**src/rtl/alu_exec_pkg.sv**
```systemverilog
`timescale 1ns/1ps
package alu_exec_pkg;

    localparam int unsigned DATA_W = 8;
    localparam int unsigned OP_W   = 4;

    typedef enum logic [OP_W-1:0] {
        OPC_NONE  = 4'd0,
        OPC_AND   = 4'd1,
        OPC_OR    = 4'd2,
        OPC_XOR   = 4'd3,
        OPC_NOT   = 4'd4,
        OPC_ADD   = 4'd5,
        OPC_SHIFT = 4'd6
    } opcode_e;

    typedef enum logic [1:0] {
        BW_AND = 2'd0,
        BW_OR  = 2'd1,
        BW_XOR = 2'd2,
        BW_INV = 2'd3
    } bitfn_e;

    typedef struct packed {
        logic   use_bitwise;
        logic   use_adder;
        logic   use_shifter;
        bitfn_e fn;
    } op_ctrl_t;

    function automatic op_ctrl_t decode_op(input logic [OP_W-1:0] code);
        op_ctrl_t c;
        c.use_bitwise = 1'b0;
        c.use_adder   = 1'b0;
        c.use_shifter = 1'b0;
        c.fn          = BW_AND;
        case (code)
            OPC_AND:   begin c.use_bitwise = 1'b1; c.fn = BW_AND; end
            OPC_OR:    begin c.use_bitwise = 1'b1; c.fn = BW_OR;  end
            OPC_XOR:   begin c.use_bitwise = 1'b1; c.fn = BW_XOR; end
            OPC_NOT:   begin c.use_bitwise = 1'b1; c.fn = BW_INV; end
            OPC_ADD:   c.use_adder   = 1'b1;
            OPC_SHIFT: c.use_shifter = 1'b1;
            default:   ;
        endcase
        return c;
    endfunction

endpackage

```
**src/rtl/alu_bitwise.sv**
```systemverilog
`timescale 1ns/1ps
module alu_bitwise
    import alu_exec_pkg::*;
#(
    parameter int unsigned W = DATA_W
) (
    input  logic [W-1:0] lhs,
    input  logic [W-1:0] rhs,
    input  bitfn_e       fn,
    output logic [W-1:0] out
);

    always_comb begin
        case (fn)
            BW_AND:  out = lhs & rhs;
            BW_OR:   out = lhs | rhs;
            BW_XOR:  out = lhs ^ rhs;
            default: out = ~lhs;
        endcase
    end

endmodule

```
**src/rtl/alu_ripple_adder.sv**
```systemverilog
`timescale 1ns/1ps
module alu_ripple_adder #(
    parameter int unsigned W = alu_exec_pkg::DATA_W
) (
    input  logic [W-1:0] lhs,
    input  logic [W-1:0] rhs,
    output logic [W-1:0] sum,
    output logic         cout
);

    logic [W:0] chain;

    assign chain[0] = 1'b0;

    for (genvar i = 0; i < W; i++) begin : g_col
        logic half;
        assign half       = lhs[i] ^ rhs[i];
        assign sum[i]     = half ^ chain[i];
        assign chain[i+1] = (half & chain[i]) | (lhs[i] & rhs[i]);
    end

    assign cout = chain[W];

endmodule

```
**src/rtl/alu_signed_shifter.sv**
```systemverilog
`timescale 1ns/1ps
module alu_signed_shifter #(
    parameter int unsigned W = alu_exec_pkg::DATA_W
) (
    input  logic [W-1:0] data,
    input  logic [W-1:0] count,
    output logic [W-1:0] out
);

    localparam int unsigned STG = (W > 1) ? $clog2(W) : 1;
    localparam int unsigned MW  = W + 1;

    logic          toward_msb;
    logic [MW-1:0] cnt_ext;
    logic [MW-1:0] mag;
    logic          too_far;
    logic [W-1:0]  stage [0:STG];

    assign toward_msb = count[W-1];
    assign cnt_ext    = {count[W-1], count};
    assign mag        = toward_msb ? (~cnt_ext + MW'(1)) : cnt_ext;
    assign too_far    = (mag >= MW'(W));

    assign stage[0] = data;

    for (genvar k = 0; k < STG; k++) begin : g_stage
        localparam int unsigned STEP = 1 << k;
        always_comb begin
            if (!mag[k])
                stage[k+1] = stage[k];
            else if (toward_msb)
                stage[k+1] = stage[k] << STEP;
            else
                stage[k+1] = stage[k] >> STEP;
        end
    end

    assign out = too_far ? '0 : stage[STG];

endmodule

```
**src/rtl/alu_exec_unit.sv**
```systemverilog
`timescale 1ns/1ps
module alu_exec_unit
    import alu_exec_pkg::*;
#(
    parameter int unsigned W = DATA_W
) (
    input  logic            clk,
    input  logic            rst,
    input  logic [OP_W-1:0] op_i,
    input  logic [W-1:0]    a_i,
    input  logic [W-1:0]    b_i,
    output logic [W-1:0]    res_o,
    output logic            carry_o
);

    op_ctrl_t     ctrl;
    logic [W-1:0] bw_out;
    logic [W-1:0] add_sum;
    logic         add_cout;
    logic [W-1:0] sh_out;
    logic [W-1:0] nxt_res;
    logic         nxt_carry;

    assign ctrl = decode_op(op_i);

    alu_bitwise #(.W(W)) u_bitwise (
        .lhs (a_i),
        .rhs (b_i),
        .fn  (ctrl.fn),
        .out (bw_out)
    );

    alu_ripple_adder #(.W(W)) u_adder (
        .lhs  (a_i),
        .rhs  (b_i),
        .sum  (add_sum),
        .cout (add_cout)
    );

    alu_signed_shifter #(.W(W)) u_shifter (
        .data  (a_i),
        .count (b_i),
        .out   (sh_out)
    );

    always_comb begin
        nxt_res   = '0;
        nxt_carry = 1'b0;
        if (ctrl.use_bitwise) begin
            nxt_res = bw_out;
        end else if (ctrl.use_adder) begin
            nxt_res   = add_sum;
            nxt_carry = add_cout;
        end else if (ctrl.use_shifter) begin
            nxt_res = sh_out;
        end
    end

    always_ff @(posedge clk) begin
        if (rst) begin
            res_o   <= '0;
            carry_o <= 1'b0;
        end else begin
            res_o   <= nxt_res;
            carry_o <= nxt_carry;
        end
    end

    // the edge after a reset edge shows cleared outputs
    p_reset_clear_r1: assert property (@(posedge clk) disable iff (rst)
        $past(rst) |-> (res_o == '0 && carry_o == 1'b0));

    // registered sum and carry equal the full-width addition
    p_add_total_r4: assert property (@(posedge clk) disable iff (rst)
        (!$past(rst) && $past(op_i) == OPC_ADD)
        |-> ({carry_o, res_o} == ({1'b0, $past(a_i)} + {1'b0, $past(b_i)})));

    // carry stays low outside ADD
    p_carry_add_only_r5: assert property (@(posedge clk) disable iff (rst)
        (!$past(rst) && $past(op_i) != OPC_ADD) |-> !carry_o);

    // inversion ignores the second operand
    p_invert_r3: assert property (@(posedge clk) disable iff (rst)
        (!$past(rst) && $past(op_i) == OPC_NOT) |-> (res_o == ~$past(a_i)));

    // out-of-range shift counts empty the word
    p_shift_range_r8: assert property (@(posedge clk) disable iff (rst)
        (!$past(rst) && $past(op_i) == OPC_SHIFT
         && ($signed($past(b_i)) >= $signed(W) || $signed($past(b_i)) <= -$signed(W)))
        |-> (res_o == '0));

    // unassigned codes give zero
    p_unknown_zero_r9: assert property (@(posedge clk) disable iff (rst)
        (!$past(rst) && ($past(op_i) == OPC_NONE || $past(op_i) > OPC_SHIFT))
        |-> (res_o == '0 && !carry_o));

endmodule

```
**config.mk**
```make
export PLATFORM = sky130hd
export DESIGN_NAME = alu_exec_unit
export DESIGN_NICKNAME = d
export VERILOG_FILES = /design/src/rtl/alu_exec_pkg.sv /design/src/rtl/alu_bitwise.sv /design/src/rtl/alu_ripple_adder.sv /design/src/rtl/alu_signed_shifter.sv /design/src/rtl/alu_exec_unit.sv
export SDC_FILE = /design/constraint.sdc
export NUM_CORES = 1
export LEC_CHECK = 0
export BUFFER_PORTS_ARGS = -buffer_cell sky130_fd_sc_hd__buf_2
export CAP_MARGIN = 40
export CORE_MARGIN = 1.5
export CORE_UTILIZATION = 43
export CTS_CLUSTER_DIAMETER = 100
export DETAILED_ROUTE_END_ITERATION = 10
export HOLD_SLACK_MARGIN = 0.05
export PLACE_DENSITY = 0.65
export RECOVER_POWER = 25
export SYNTH_ARGS = -nofsm -noshare
export SYNTH_HDL_FRONTEND = slang
export SYNTH_HIERARCHICAL = 1
export SYNTH_SLANG_ARGS = --single-unit
```
**constraint.sdc**
```tcl
create_clock -name clk -period 4.3 [get_ports clk]
set_input_delay 0.43 -clock clk [delete_from_list [all_inputs] [get_ports clk]]
set_output_delay 0.43 -clock clk [all_outputs]
set_load 0.1 [all_outputs]
```
==> reports/metrics.yaml, run 1 <==
routing:
  drtPass1Iterations: 4
  drt_iter0_drc: 99
  post_drt_wl_per_cell_um: 14.9
  vias_per_cell: 5.60
  vias: 1914
  postRouteAntennaNets: 0
  drcViolationCount: 0
  drt_wl_total_mm: 5.11
yosys:
  ys_ff_latch: 9
  seq_area_frac_synth_pct: 8.33
  synthTopCellsByArea: "ha_1, mux4_2, dfxtp_1"
  synthCells: 257
  yosysTopAreaCellShare_pct: 10.4
  synth-edff-count: 0
  syn_area_per_cell_um2: 8.42
  synthArstFlopShare_pct: 0
  yosys_warnings: 6
  postSynth.topFlopCell: "dfxtp_1"
  synth_nets: 304
  yosys.area.top_type: "ha_1"
  synth.distinct_cells: 55
  syn_area_mm2: 0.00216
global_route:
  top_usage_layer: "met2"
  met3_usage_pct: 1.36
  grtUsageTotal_pct: 19.4
  use_met1_pct: 30.1
  antenna_found_initial: 0
  grt_overflow: 0
  grt_max_degree: 34
  grt_first_pass_wirelength_mm: 8.39
  grt_pass1_vias: 1669
  grt_use_met2_pct: 31.0
clocking:
  cts_resized: 0
  clk_pin_slew_ns: 0.04
  cts_buffer_depth: 2
  cts_max_level: 1
  cts.hold.buffers_added: 0
  numCtsBuffers: 3
  cts.sink_count: 9
  cts_tree: "yes"
  clockRootBuffer: "clkbuf_8"
  cts_setup_buffers: 0
floorplan:
  die_area_mm2: 0.00547
  ioPinCount: 31
  std_cell_rows: 25
  core_area_mm2: 0.00479
  initial_core_util_pct: 45.2
  die_w_um: 73.9
  dieHeight_um: 73.9
timing:
  worst_pin_slew_ns: 1.17
  period_needed_ns: 3.84
  setup_viol: 0
  max-slew-margin-rel_pct: 22.6
  slew_viol_final: 0
  tns_ns: 0
  rsz0062_at_grt: "false"
  whs_ns: 0.499
  hold_viol: 0
  fin_crit_sh_pct: 89.3
  clock.fmax_mhz: 260
critical_path:
  cp-end-kind: "flip-flop"
  cp_top_family: "adder cells"
  cp.buffers_inverters: 3
  required_ns: 4.47
  slowest_delay_ns: 0.42
  crit_slowest_cell: "fa_1"
  crit_type: "in2reg"
  crit_fanout: 6
  worst-path-stages: 14
  start_kind: "input port"
  path_common_cell: "fa_1"
  cp_data_arrival_time_ns: 4.01
  crit_chain: "buf_2 -> ha_1 -> fa_1 -> fa_1 -> fa_1 -> fa_1 -> fa_1 -> fa_1 -> inv_1 -> fa_1 -> inv_1 -> mux2_2 -> a22oi_1 -> nand2_1"
placement:
  hpwlAfterDp_mm: 3.92
  gp_congestion: 0.846
  numPortBuffers: 30
worst_hold_path:
  holdCritPathClass: "in2reg"
  min_path_cells: 2
  hold_path_end: "carry_o$_SDFF_PP0_"
  hp-start: "rst"
cells_and_area:
  fill_cells: 486
  final_common_cell: "inv_1"
  drive_above_1_share_pct: 22.5
  layout_common_cells: "inv_1, buf_2, ha_1"
  nets: 323
  syn2layout_area_growth_pct: 7.69
  diodes: 0
power:
  vdd_drop_max_v: 0.000123
  p_per_area_mw_per_mm2: 180
  p_leak_uw: 0.00107
run:
  drv_cap: 0
outcome:
  status: "finished clean"
-- how the worst max path moves through the flow --
stage,slack (ns),end,startpoint
after floorplan,0.62,res_o[7]$_SDFF_PP0_,a_i[0]
after global placement,0.35,res_o[7]$_SDFF_PP0_,a_i[0]
after detailed placement,0.24,res_o[7]$_SDFF_PP0_,a_i[0]
after CTS,0.47,res_o[7]$_SDFF_PP0_,a_i[0]
after global routing,0.27,res_o[7]$_SDFF_PP0_,a_i[0]
final,0.46,res_o[7]$_SDFF_PP0_,a_i[0]
-- logic make-up (layout without fill, tap and decap cells) --
family,count (synthesis),in the layout,share of synthesized area [%]
buffers and inverters,52,70,11.8
xor gates and xnor gates,2,2,0.810
and+or+nand+nor,77,77,21.6
adders and majority gates,25,25,16.9
DFF,9,9,8.33
AOI/OAI and AO/OA,63,63,20.6
muxes,29,29,19.9
-- area by class of cell --
cell class	count	area, µm²	share of cell area (%)
inverters	33	124	5.32
flip-flops and latches	9	180	7.73
clock inverters	1	5.00	0.215
well taps	67	83.8	3.60
repair buffers	33	168	7.20
clock buffers	3	41.3	1.77
multi-input cells	196	1730	74.2
-- synth_stat cells (2+ instances only) --
library cell  instances
inv_1                33
ha_1                 18
nand2_1              15
nor2_1               13
a211oi_1             10
a21oi_1              10
mux2i_1              10
dfxtp_1               9
mux2_2                9
mux4_2                9
nor2b_1               9
o21ai_0               9
buf_2                 8
a22oi_1               7
and3b_1               7
fa_1                  7
nand2b_1              6
nor3_1                6
buf_6                 5
o21ai_1               5
buf_4                 3
nand3_1               3
o21a_1                3
o22ai_1               3
a21boi_0              2
and2_1                2
and3_1                2
clkbuf_1              2
nor4_1                2
nor4b_4               2
o211ai_1              2
or2_2                 2
xnor2_1               2
-- registers in the layout, indices dropped and copies added, names as in the netlist --
register	count
res_o	8
carry_o	1
-- routing by layer --
metal / share of wire, % / up-vias
li1: - / 965
met1: 51 / 908
met2: 45 / 41
met3: 4.4 / 0
met4: 0 / 0
met5: 0 / -
-- where the power goes --
| group | total (µW) | switching, µW | internal (µW) |
|---|---|---|---|
| clock | 94.0 | 31.0 | 62.9 |
| sequential | 88.6 | 0.788 | 87.8 |
| combinational | 236 | 145 | 90.7 |
| total | 419 | 177 | 241 |
-- through the flow --
stage | power (µW) | instances | util [%] | worst slack [ns] | area, µm²
floorplan | 268 | 257 | - | 0.621 | 2160
global placement | 320 | 338 | 47.8 | 0.347 | 2290
detailed placement | 324 | 338 | 47.8 | 0.239 | 2290
CTS | 420 | 342 | 48.8 | 0.468 | 2330
global route | 450 | 342 | 48.7 | 0.267 | 2330
finish | 419 | 342 | 48.7 | 0.461 | 2330
Power figures use the tool's default switching activity.
==> inputs of run 2 (changes only) <==
--- a/config.mk
+++ b/config.mk
@@ -7,10 +7,11 @@
 export LEC_CHECK = 0
 export BUFFER_PORTS_ARGS = -buffer_cell sky130_fd_sc_hd__buf_2
 export CAP_MARGIN = 40
-export CORE_MARGIN = 1.5
+export CORE_MARGIN = 2
 export CORE_UTILIZATION = 43
 export CTS_CLUSTER_DIAMETER = 100
 export DETAILED_ROUTE_END_ITERATION = 10
+export GPL_TIMING_DRIVEN = 0
 export HOLD_SLACK_MARGIN = 0.05
 export PLACE_DENSITY = 0.65
 export RECOVER_POWER = 25
==> reports/metrics.yaml, run 2 (synthesis results as in run 1) <==
timing:
  worst_pin_slew_ns: 1.17
  fin_crit_sh_pct: 88.9
  clock.fmax_mhz: 262
  max-slew-margin-rel_pct: 22.7
  rsz0062_at_grt: "false"
  hold_viol: 0
  setup_viol: 0
  slew_viol_final: 0
  period_needed_ns: 3.82
  tns_ns: 0
critical_path:
  critPathLaunch: "a_i[0]"
  required_ns: 4.46
  crit_end: "res_o[7]$_SDFF_PP0_"
  crit_fanout: 6
  start_kind: "input port"
  crit_type: "in2reg"
  cp_data_arrival_time_ns: 3.98
  cp-end-kind: "flip-flop"
placement:
  hpwlAfterDp_mm: 4.21
  gp_congestion: 0.854
  dp_cells: 352
  numPortBuffers: 28
  placed_cell_area_mm2: 0.00239
clocking:
  clk_pin_slew_ns: 0.04
  cts_max_level: 1
  cts_tree: "yes"
  cts_buffer_depth: 2
  numCtsBuffers: 3
  cts.hold.buffers_added: 0
  cts_resized: 0
  cts.sink_count: 9
  clockRootBuffer: "clkbuf_8"
  cts_setup_buffers: 0
global_route:
  antenna_found_initial: 0
  grt_first_pass_wirelength_mm: 9.02
  grt_max_degree: 11
  grt_overflow: 0
  grt_pass1_vias: 1796
  grtUsageTotal_pct: 20.6
worst_hold_path:
  hp-start: "op_i[1]"
  holdCritPathClass: "in2reg"
routing:
  postRouteAntennaNets: 0
  post_drt_wl_per_cell_um: 14.9
  vias: 1927
  vias_per_cell: 5.41
  drt_wl_total_mm: 5.30
  drtPass1Iterations: 4
  drcViolationCount: 0
  drt_iter0_drc: 150
power:
  vdd_drop_max_v: 0.0000996
  p_leak_uw: 0.00113
  p_per_area_mw_per_mm2: 175
cells_and_area:
  final_common_cell: "inv_1"
  layout_common_cells: "inv_1, buf_2, ha_1"
  syn2layout_area_growth_pct: 12.2
  drive_above_1_share_pct: 25.3
  reg.largest.list: "res_o x8, carry_o x1"
  diodes: 0
  largest_reg_flops: 8
  nets: 337
  top_register: "res_o"
  layout.cells.non_filler: 356
  stdcell_area_mm2: 0.00243
floorplan:
  die_w_um: 74.9
  die_area_mm2: 0.00561
  dieHeight_um: 74.9
  initial_core_util_pct: 45.2
  std_cell_rows: 25
  ioPinCount: 31
  core_area_mm2: 0.00479
outcome:
  status: "finished clean"
run:
  drv_cap: 0
[run 2: metrics by stage]
step	util, %	setup WS (ns)	total power [µW]	hold WS, ns
floorplan	-	0.621	268	0.507
global placement	49.9	0.284	330	0.653
CTS	50.8	0.495	427	0.423
finish	50.7	0.476	425	0.431
detailed placement	49.9	0.264	333	0.659
global route	50.7	0.350	460	0.424
[run 2: worst min-delay path by stage]
stage	end	slack [ns]	cells after the start
final	carry_o$_SDFF_PP0_	0.43	2
after global routing	carry_o$_SDFF_PP0_	0.42	2
after CTS	carry_o$_SDFF_PP0_	0.42	2
after detailed placement	carry_o$_SDFF_PP0_	0.66	2
after global placement	carry_o$_SDFF_PP0_	0.65	2
after floorplan	carry_o$_SDFF_PP0_	0.51	1
[run 2: final cells by class]
| cell class | count | area, µm² |
|---|---|---|
| buffer | 19 | 131 |
| clock buffer | 4 | 45.0 |
| fill | 450 | 2360 |
| inverter | 33 | 124 |
| multi-input combinational | 196 | 1730 |
| sequential | 9 | 180 |
| tap | 67 | 83.8 |
| timing repair buffer | 28 | 135 |
[run 2: layer usage]
layer  vias to the layer above  GRT usage, %  routed length (µm)
met4                         0          2.98                  19
li1                        988             -                   -
met3                         4         0.937                 186
met5                         -             0                   0
met2                        43          32.2                2380
met1                       892          32.0                2710
[run 2: where the power goes]
group | switching (µW) | internal (µW) | total (µW)
clock network | 27.1 | 64.0 | 91.2
registers | 0.734 | 87.9 | 88.7
logic | 148 | 97.9 | 246
total | 175 | 250 | 425
[run 2: critical path, cell delays in order]
cell     delay [ns]
buf_2          0.13
ha_1           0.21
fa_1           0.40
fa_1           0.41
fa_1           0.41
fa_1           0.39
fa_1           0.40
fa_1           0.38
inv_1          0.08
fa_1           0.40
inv_1          0.05
mux2_2         0.13
a22oi_1        0.06
nand2_1        0.10
==> inputs of run 3 (changes only) <==
--- a/config.mk
+++ b/config.mk
@@ -7,13 +7,14 @@
 export LEC_CHECK = 0
 export BUFFER_PORTS_ARGS = -buffer_cell sky130_fd_sc_hd__buf_2
 export CAP_MARGIN = 40
-export CORE_MARGIN = 2
+export CELL_PAD_IN_SITES_DETAIL_PLACEMENT = 0
+export CELL_PAD_IN_SITES_GLOBAL_PLACEMENT = 1
 export CORE_UTILIZATION = 43
 export CTS_CLUSTER_DIAMETER = 100
 export DETAILED_ROUTE_END_ITERATION = 10
 export GPL_TIMING_DRIVEN = 0
 export HOLD_SLACK_MARGIN = 0.05
-export PLACE_DENSITY = 0.65
+export PLACE_DENSITY = 0.82
 export RECOVER_POWER = 25
 export SYNTH_ARGS = -nofsm -noshare
 export SYNTH_HDL_FRONTEND = slang
==> reports/metrics.yaml, run 3 (synthesis results as in run 1) <==
outcome:
  status: "finished clean"
global_route:
  grt_pass1_vias: 1802
  grt_overflow: 0
  grt_first_pass_wirelength_mm: 8.71
  antenna_found_initial: 0
  grt_max_degree: 11
  grtUsageTotal_pct: 20.9
run:
  drv_cap: 0
timing:
  whs_ns: 0.422
  max-slew-margin-rel_pct: 22.9
  setup_viol: 0
  clock.fmax_mhz: 262
  slew_viol_final: 0
  tns_ns: 0
  rsz0062_at_grt: "false"
  period_needed_ns: 3.81
  hold_viol: 0
  fin_crit_sh_pct: 88.7
  setup_slack_ns: 0.487
  worst_pin_slew_ns: 1.16
cells_and_area:
  diodes: 0
  layout_common_cells: "inv_1, buf_2, ha_1"
  reg.largest.list: "res_o x8, carry_o x1"
  nets: 337
  syn2layout_area_growth_pct: 12.2
  largest_reg_flops: 8
  layout.cells.non_filler: 356
  top_register: "res_o"
  drive_above_1_share_pct: 25.3
  fill_cells: 476
  final_common_cell: "inv_1"
critical_path:
  required_ns: 4.46
  crit_type: "in2reg"
  cp_data_arrival_time_ns: 3.98
  start_kind: "input port"
  crit_fanout: 6
  cp-end-kind: "flip-flop"
floorplan:
  die_area_mm2: 0.00532
  std_cell_rows: 25
  initial_core_util_pct: 45.2
  core_area_mm2: 0.00479
  ioPinCount: 31
  dieHeight_um: 72.9
  die_w_um: 72.9
worst_hold_path:
  min_path_cells: 2
  holdCritPathClass: "in2reg"
routing:
  vias_per_cell: 5.43
  vias: 1933
  postRouteAntennaNets: 0
  drt_wl_total_mm: 5.27
  drt_iter0_drc: 126
  post_drt_wl_per_cell_um: 14.8
  drtPass1Iterations: 4
  drcViolationCount: 0
placement:
  dp_cells: 352
  gp_congestion: 0.844
  place_ws_ns: 0.256
  numPortBuffers: 28
  hpwlAfterDp_mm: 4.20
power:
  p_per_area_mw_per_mm2: 175
  p_leak_uw: 0.00113
  total_power_uw: 424
  vdd_drop_max_v: 0.000103
clocking:
  cts_resized: 0
  cts_setup_buffers: 0
  cts_buffer_depth: 2
  clk_pin_slew_ns: 0.04
  cts_max_level: 1
  cts.hold.buffers_added: 0
  numCtsBuffers: 3
  clockRootBuffer: "clkbuf_8"
  cts.sink_count: 9
  cts_tree: "yes"
## run 3: cell counts in the layout (fill, tap and decap cells not counted)
Identical to the previous run, type by type.
## run 3: worst paths after layout
check                   start                   to
worst min-delay path  op_i[1]   carry_o$_SDFF_PP0_
worst max-delay path   a_i[0]  res_o[7]$_SDFF_PP0_
## run 3: area by class of cell
class	instances	area (µm²)	share of cell area, %
clock buffer	4	45.0	1.86
timing repair buffer	28	135	5.57
buffer	19	131	5.41
inverter	33	124	5.10
tap	67	83.8	3.45
multi-input combinational	196	1730	71.2
sequential	9	180	7.42
## run 3: per-stage QoR
step	area, µm²	util [%]
after floorplan	2160	-
after global placement	2390	49.9
after detailed placement	2390	49.9
after CTS	2430	50.8
after global routing	2430	50.7
final	2430	50.7
## run 3: power by group
part / internal, µW / leakage [µW] / switching (µW)
logic: 97.3 / 0.00103 / 147
clock network: 64.0 / 0.0000228 / 27.0
registers: 88.0 / 0.0000733 / 0.787
total: 249 / 0.00113 / 175
## run 3: routing by layer
metal	part of all wire (%)	vias up	routed length (µm)	GRT usage, %
li1	-	993	-	-
met1	51	868	2670	31.5
met2	43	64	2250	31.2
met3	4.5	8	238	1.93
met4	2.0	0	104	6.97
met5	0	-	0	0
## run 3: worst max-delay path, cell delays in order
cell,delay (ns)
buf_2,0.15
ha_1,0.22
fa_1,0.38
fa_1,0.41
fa_1,0.40
fa_1,0.40
fa_1,0.40
fa_1,0.37
inv_1,0.08
fa_1,0.41
inv_1,0.06
mux2_2,0.13
a22oi_1,0.06
nand2_1,0.09
